[src/rtl/sig_pkg.sv]
// Package: shared mode type and default control codes for the signature register.
// Assumes: a single-bit mode is enough (stopped or running).
package sig_pkg;
    typedef enum logic {
        MODE_STOPPED = 1'b0,
        MODE_RUNNING = 1'b1
    } sig_mode_e;

    localparam int          DEF_SEL_W     = 5;
    localparam logic [4:0]  DEF_CODE_HALT = 5'b00001;
    localparam logic [4:0]  DEF_CODE_SEED = 5'b00010;
    localparam logic [4:0]  DEF_CODE_STEP = 5'b01000;
    localparam logic [4:0]  DEF_CODE_RST  = 5'b10000;
endpackage

[src/rtl/sig_mode_ctrl.sv]
// Module: decodes the shared select into control strobes and keeps the mode.
// Assumes: sel is fully decoded; codes are distinct; reset is synchronous, active low.
module sig_mode_ctrl
    import sig_pkg::*;
#(
    parameter int             SEL_W     = DEF_SEL_W,
    parameter logic [SEL_W-1:0] CODE_HALT = DEF_CODE_HALT,
    parameter logic [SEL_W-1:0] CODE_SEED = DEF_CODE_SEED,
    parameter logic [SEL_W-1:0] CODE_STEP = DEF_CODE_STEP,
    parameter logic [SEL_W-1:0] CODE_RST  = DEF_CODE_RST
) (
    input  logic             clk,
    input  logic             rst_n,
    input  logic [SEL_W-1:0] sel,
    output sig_mode_e        mode_q,
    output logic             do_load,
    output logic             do_compress
);
    logic is_halt, is_seed, is_step, is_rst;
    sig_mode_e mode_d;

    // Full decode of the four control codes.
    always_comb begin
        is_halt = (sel == CODE_HALT);
        is_seed = (sel == CODE_SEED);
        is_step = (sel == CODE_STEP);
        is_rst  = (sel == CODE_RST);
    end

    // Strobes for the state register: load seed, or compress once.
    always_comb begin
        do_load     = is_seed | is_rst;
        do_compress = is_step |
                      ((mode_q == MODE_RUNNING) & ~is_halt & ~is_seed & ~is_rst);
    end

    // Next mode: halt stops, restart runs, everything else keeps.
    always_comb begin
        mode_d = mode_q;
        if (is_halt)     mode_d = MODE_STOPPED;
        else if (is_rst) mode_d = MODE_RUNNING;
    end

    // Mode register with synchronous active-low reset.
    always_ff @(posedge clk) begin
        if (!rst_n) mode_q <= MODE_STOPPED;
        else        mode_q <= mode_d;
    end


    halt_mode_chk: assert property (@(posedge clk) disable iff (!rst_n)
        (sel == CODE_HALT) |=> (mode_q == MODE_STOPPED));

    restart_mode_chk: assert property (@(posedge clk) disable iff (!rst_n)
        (sel == CODE_RST) |=> (mode_q == MODE_RUNNING));

    seed_mode_keep_chk: assert property (@(posedge clk) disable iff (!rst_n)
        ((sel == CODE_SEED) || (sel == CODE_STEP)) |=> $stable(mode_q));

    strobe_excl_chk: assert property (@(posedge clk) disable iff (!rst_n)
        !(do_load && do_compress));
endmodule

[src/rtl/sig_compress.sv]
// Module: one combinational compression step of the signature.
// Assumes: TAP_MASK marks the feedback bits; the top bit must be set.
module sig_compress #(
    parameter int               WIDTH    = 32,
    parameter logic [WIDTH-1:0] TAP_MASK = 32'h8020_0003
) (
    input  logic [WIDTH-1:0] cur,
    input  logic [WIDTH-1:0] data,
    output logic [WIDTH-1:0] nxt
);
    logic             fb;
    logic [WIDTH-1:0] shifted;

    // Feedback parity over the tapped bits.
    always_comb fb = ^(cur & TAP_MASK);

    // Shift toward the top, feedback entering at bit 0.
    assign shifted[0] = fb;
    for (genvar i = 1; i < WIDTH; i++) begin : g_shift
        assign shifted[i] = cur[i-1];
    end

    // Fold the measured word into the shifted state.
    for (genvar j = 0; j < WIDTH; j++) begin : g_fold
        assign nxt[j] = shifted[j] ^ data[j];
    end
endmodule

[src/rtl/sig_state_reg.sv]
// Module: signature state register with seed load and compress enables.
// Assumes: load and compress are never both high; reset is synchronous, active low.
module sig_state_reg #(
    parameter int               WIDTH = 32,
    parameter logic [WIDTH-1:0] SEED  = 32'h0000_0001
) (
    input  logic             clk,
    input  logic             rst_n,
    input  logic             load,
    input  logic             compress,
    input  logic [WIDTH-1:0] nxt,
    output logic [WIDTH-1:0] sig_q
);
    // Update the signature: reset or load to seed, compress, or hold.
    always_ff @(posedge clk) begin
        if (!rst_n)        sig_q <= SEED;
        else if (load)     sig_q <= SEED;
        else if (compress) sig_q <= nxt;
    end


    reset_seed_chk: assert property (@(posedge clk) disable iff (!rst_n)
        $rose(rst_n) |-> (sig_q == SEED));

    load_value_chk: assert property (@(posedge clk) disable iff (!rst_n)
        load |=> (sig_q == SEED));

    compress_value_chk: assert property (@(posedge clk) disable iff (!rst_n)
        (compress && !load) |=> (sig_q == $past(nxt)));
endmodule

[src/rtl/sig_capture_reg.sv]
// Module: top of the select-controlled signature register.
// Assumes: sel is shared with an ALU; only the four control codes act here.
module sig_capture_reg
    import sig_pkg::*;
#(
    parameter int               WIDTH     = 32,
    parameter int               SEL_W     = DEF_SEL_W,
    parameter logic [WIDTH-1:0] SEED      = 32'h0000_0001,
    parameter logic [WIDTH-1:0] TAP_MASK  = 32'h8020_0003,
    parameter logic [SEL_W-1:0] CODE_HALT = DEF_CODE_HALT,
    parameter logic [SEL_W-1:0] CODE_SEED = DEF_CODE_SEED,
    parameter logic [SEL_W-1:0] CODE_STEP = DEF_CODE_STEP,
    parameter logic [SEL_W-1:0] CODE_RST  = DEF_CODE_RST
) (
    input  logic             clk,
    input  logic             rst_n,
    input  logic [SEL_W-1:0] sel,
    input  logic [WIDTH-1:0] meas_data,
    output logic [WIDTH-1:0] sig_out
);
    sig_mode_e        mode_q;
    logic             do_load, do_compress;
    logic [WIDTH-1:0] sig_q, sig_nxt;

    sig_mode_ctrl #(
        .SEL_W(SEL_W), .CODE_HALT(CODE_HALT), .CODE_SEED(CODE_SEED),
        .CODE_STEP(CODE_STEP), .CODE_RST(CODE_RST)
    ) u_ctrl (
        .clk(clk), .rst_n(rst_n), .sel(sel),
        .mode_q(mode_q), .do_load(do_load), .do_compress(do_compress)
    );

    sig_compress #(.WIDTH(WIDTH), .TAP_MASK(TAP_MASK)) u_comp (
        .cur(sig_q), .data(meas_data), .nxt(sig_nxt)
    );

    sig_state_reg #(.WIDTH(WIDTH), .SEED(SEED)) u_state (
        .clk(clk), .rst_n(rst_n), .load(do_load), .compress(do_compress),
        .nxt(sig_nxt), .sig_q(sig_q)
    );

    assign sig_out = sig_q;


    stopped_hold_chk: assert property (@(posedge clk) disable iff (!rst_n)
        ((mode_q == MODE_STOPPED) && (sel != CODE_SEED) && (sel != CODE_STEP)
         && (sel != CODE_RST)) |=> $stable(sig_out));

    halt_hold_chk: assert property (@(posedge clk) disable iff (!rst_n)
        (sel == CODE_HALT) |=> $stable(sig_out));

    run_compress_chk: assert property (@(posedge clk) disable iff (!rst_n)
        ((mode_q == MODE_RUNNING) && (sel != CODE_HALT) && (sel != CODE_SEED)
         && (sel != CODE_RST)) |=> (sig_out == $past(sig_nxt)));
endmodule

[config.mk]
export PLATFORM = sky130hd
export DESIGN_NAME = sig_capture_reg
export DESIGN_NICKNAME = d
export VERILOG_FILES = /design/src/rtl/sig_pkg.sv /design/src/rtl/sig_mode_ctrl.sv /design/src/rtl/sig_compress.sv /design/src/rtl/sig_state_reg.sv /design/src/rtl/sig_capture_reg.sv
export SDC_FILE = /design/constraint.sdc
export NUM_CORES = 1
export LEC_CHECK = 0
export ABC_AREA = 1
export BUFFER_PORTS_ARGS = -buffer_cell sky130_fd_sc_hd__buf_4
export CORE_AREA = 2 2 79 81
export CTS_CLUSTER_SIZE = 16
export DETAILED_ROUTE_END_ITERATION = 16
export DIE_AREA = 0 0 81 83
export HOLD_SLACK_MARGIN = 0.12
export PLACE_DENSITY_LB_ADDON = 0.1
export SLEW_MARGIN = 10
export SYNTH_ARGS = -nofsm -noshare
export SYNTH_HDL_FRONTEND = slang
export SYNTH_SLANG_ARGS = --single-unit
[constraint.sdc]
create_clock -name clk -period 3.1 [get_ports clk]
set_input_delay 0.31 -clock clk [delete_from_list [all_inputs] [get_ports clk]]
set_output_delay 0.31 -clock clk [all_outputs]
set_load 0.05 [all_outputs]
; Word level (Yosys, flattened, before mapping)
; Index checks and enable logic that the tools add are counted.
[classes]
n_bitwise = 41
eq_ne = 4
reduce_logical = 3
[ops]
columns = operator, count
row1 = $reduce_xor 32->1, 1
row2 = $xor 1x1->1, 32
row3 = $eq 5x1->1 const B, 1
row4 = $eq 5x2->1 const B, 1
row5 = $eq 5x4->1 const B, 1
row6 = $eq 5x5->1 const B, 1
row7 = $not 1->1, 4
row8 = $reduce_or 2->1, 2
row9 = $and 1x1->1, 3
row10 = $or 1x1->1, 2
[word_totals]
wordCells = 50
regBits = 33
input_bits = 39
out_inout_bits = 32

; Depth between registers and ports, before layout
[logic_depth]
ltp_word = 6
depth_mapped = 10
depth_no_buf = 10

; Hierarchy
; A second synthesis with hierarchy kept.
[hier_totals]
cells_unflattened = 208
hier_area_um2 = 1692.9
[modules_own_cells]
columns = mod, cells_per_inst, area_per_inst_um2, n_inst, seq_area_each_um2
row1 = sig_state_reg, 142, 1237.4, 1, 640.6
row2 = sig_compress, 45, 334.1, 1, 0.0
row3 = sig_mode_ctrl, 21, 121.4, 1, 20.0

; Least setup slack after synthesis
; Ideal clock, no wire load.
[synth_path]
path_kind = register -> register
from = register u_state.sig_q[21]
to = register u_state.sig_q[0]
path_buffers = 0
slack_ns = 1.782
arrival_time_ns = 1.195
path_stages_with_launch = 10
synth_period_minus_slack_ns = 1.318
setup_time_ns = 0.123
required_ns = 2.977
cell_sequence = dfxtp_1 nand2_1 inv_1 nor2_1 nand2_1 nand2_1 nand2_1 nand2_1 nand2_1 nand3_1
[synth_between]
elab_chain_len = 2
[synth_lines]
columns = item, line_no
row1 = start: declaration, sig_state_reg.sv:12  ; output logic [WIDTH-1:0] sig_q
row2 = start signal: assignment, sig_state_reg.sv:18  ; else if (compress) sig_q <= nxt;
row3 = $reduce_xor 32->1, sig_compress.sv:15  ; always_comb fb = ^(cur & TAP_MASK);
row4 = $xor 1x1->1, sig_compress.sv:25  ; assign nxt[j] = shifted[j] ^ data[j];
; Every way passes these cells.
; A chain may end at the register's enable or synchronous reset.

; Final worst setup path
[layout_path]
from = register u_ctrl.mode_q
to = register u_state.sig_q[23]
[layout_between]
elab_chain_len = 4
[layout_lines]
columns = item, line_no
row1 = start: declaration, sig_mode_ctrl.sv:15  ; output sig_mode_e mode_q,
row2 = start signal: assignment, sig_mode_ctrl.sv:47  ; else mode_q <= mode_d;
row3 = $and 1x1->1 (3 in a row), sig_mode_ctrl.sv:34  ; ((mode_q == MODE_RUNNING) & ~is_halt & ~is_seed & ~is_rst);
row4 = $or 1x1->1, sig_mode_ctrl.sv:33  ; do_compress = is_step |
; Every way passes these cells.

==> results.md <==
- Status: completed
- Final Cycle Share: 0.5044
- Via count: 1579
- DRT antenna net count: 0
- CP peak stage delay: 550 ps
- Leakage Power: 1.084 nW
- I/O pin count: 71
- Final number of max-transition violations: 0
- First-pass GRT wire length: 6085 µm
- Slowest cell on crit path: o21bai_4
- CP most frequent cell: nand2_1
- Achievable Freq: 0.6396 GHz
- RSZ-0062 raised after global routing: false
- DRT iter0 DRCs: 24
- Minimum clock period after layout: 1564 ps
- Post-synth EDFFs: 0
- Top cells by area, synth: dfxtp_1, nand2_1, xnor2_1, nor2_1, buf_6
- All-layer global routing usage: 0.1156
- Final WL: 3688 µm
- Area of the multi-input gates: 899.6 µm²
- Average via count per standard cell: 4.028
- GRT Residual Overflow: 0
- Htree depth: 2
- HP Class: input pin to flop
- Fill cells: 669
- Share of cells above drive strength 1: 0.2618
- VDD IR max: 0.2009 mV
- Slew headroom: 0.5505
- Maximum number of pins on one net before global-route repair: 33
- Input/output buffers: 70
- Post-synth top cells: nand2_1, nor2_1, dfxtp_1
- Die area: 6723 µm²
- Clock Latency Late Sink: 290 ps
- CP cell instances: nand2_1 -> o21bai_4 -> buf_4 -> nand2_1 -> nand2_1 -> nor2_1
- Main synth FF type: dfxtp_1
- Area Overhead vs Synth: 38.59%
- Final hold violations: 0
- Root Driver: clkbuf_8
- Post-synth net total: 286
- Seq cells post-synth: 33
- Pwr Total: 0.001019 W
- 1st-pass router iterations: 3
- Avg Synthesized Cell Area: 6.839 µm²
- Core Area: 5816 µm²
- Setup Crit Path Kind: flop to flop
- Post-cts sizing count: 0
- Setup-failing EPs final: 0
- Setup crit end kind: flop
- Setup Buffers After CTS: 0
- Clock net sink count: 33
- Remaining DRCs: 0
- Top cell family by delay on the critical path: compound AO/OA/AOI/OAI gates
- Critical path peak fanout: 32
- PD cells: 435.1 nW/µm²
- Most common cell in the netlist: nand2_1
- Worst Tran Pin Value: 672.4 ps
- Cell accounting for the most synthesized area: dfxtp_1
- Layout Nets: 356
- CTS tree: yes
- Area taken by flip-flops and latches: 660.6 µm²
- Die Span Y: 83 µm
- Setup crit start kind: flop
- Clock Skew: 4.922 ps
- Synth warn: 0
- Register area share after synthesis: 0.3911
- WP data required: 3280 ps
- Setup_tns: 0 ps
- Post-DP HPWL: 2662 µm
- Post-DR wirelength/cell: 9.408 µm
- WP data arrival: 1750 ps
- Reg clk slew, reported paths: 60 ps
- Worst-case clock buffer depth: 2
- Antenna violations before repair: 0
- Synth Instances: 247
- Initial cell density of the core: 0.2904
- Asr flop ratio synth: 0
- ANT cells: 0
- Chip Width: 81 µm
- Synth cell types: 12
- Syn Std Cell Area: 1689 µm²
- Max-cap viol count: 0
- Buf+Inv Stages, Crit Path: 1
- Yosys top cell area share: 0.3911
- CTS Buf Count: 5
- Row cnt: 28
- GPL Wtd Cong: 0.8103
- # hold bufs at CTS: 0
- Vias in the first global route: 1440
==> cell type report <==
cell class,instances,area share
multi-input combinational,190,0.3843
tap,75,0.04009
inverter,14,0.02245
clock buffer,7,0.03688
sequential,33,0.2822
timing repair buffer,73,0.2341
==> kinds of logic (layout without fill, tap and decap cells) <==
| logic type | count (synthesis) | in the layout | synth area share |
|---|---|---|---|
| AND/OR/NAND/NOR | 157 | 157 | 0.3563 |
| AO/OA/AOI/OAI | 2 | 2 | 0.007406 |
| XOR/XNOR | 31 | 31 | 0.1607 |
| flip-flops | 33 | 33 | 0.3911 |
| buffers and inverters | 24 | 94 | 0.08444 |
==> power by group <==
group | internal (W) | switching, W
registers | 0.000442 | 0.0000170
logic | 0.000101 | 0.000132
clock network | 0.000176 | 0.000151
==> placed cells by master (no fill, tap or decap) <==
master	n
a21oi_1	1
buf_4	73
clkbuf_1	1
clkbuf_8	6
dfxtp_1	33
inv_1	14
nand2_1	80
nand3_1	6
nor2_1	68
nor2_2	3
o21bai_4	1
xnor2_1	31
==> sequential cells by signal, indices dropped and copies added (netlist names) <==
name and cells:
u_state.sig_q 32, u_ctrl.mode_q 1
==> per-stage QoR <==
step	std cells	util	hold slack, ps	cell area, µm²	setup WS, ps
floorplan	247	-	435.1	1689	1782
global placement	385	0.3877	463.8	2255	1224
detailed placement	385	0.3877	463.1	2255	1208
CTS	392	0.4025	262.2	2341	1498
global route	392	0.4025	290.5	2341	1329
finish	392	0.4025	267.6	2341	1536
==> worst paths after layout <==
kind / cells past startpoint / start / slack (ps) / endpoint
worst max-delay path: 6 / u_ctrl.mode_q / 1540 / u_state.sig_q[23]
worst min-delay path: 3 / rst_n / 270 / u_ctrl.mode_q
worst max register to register: 6 / u_ctrl.mode_q / 1540 / u_state.sig_q[23]
worst min register to register: 2 / u_ctrl.mode_q / 470 / u_ctrl.mode_q
==> per-layer routing <==
metal  wire, µm  up-vias  GRT usage
met2       1710       40     0.1871
met1       1673      670     0.1338
li1           -      867          -
met3        280        2    0.05326
met4         24        0    0.03698
met5          0        -          0
==> tightest hold or removal path, cell delays in order <==
cell,delay [ps]
buf_4,110
nand2_1,50
a21oi_1,30
No activity file was read; power rests on OpenSTA's default activity.
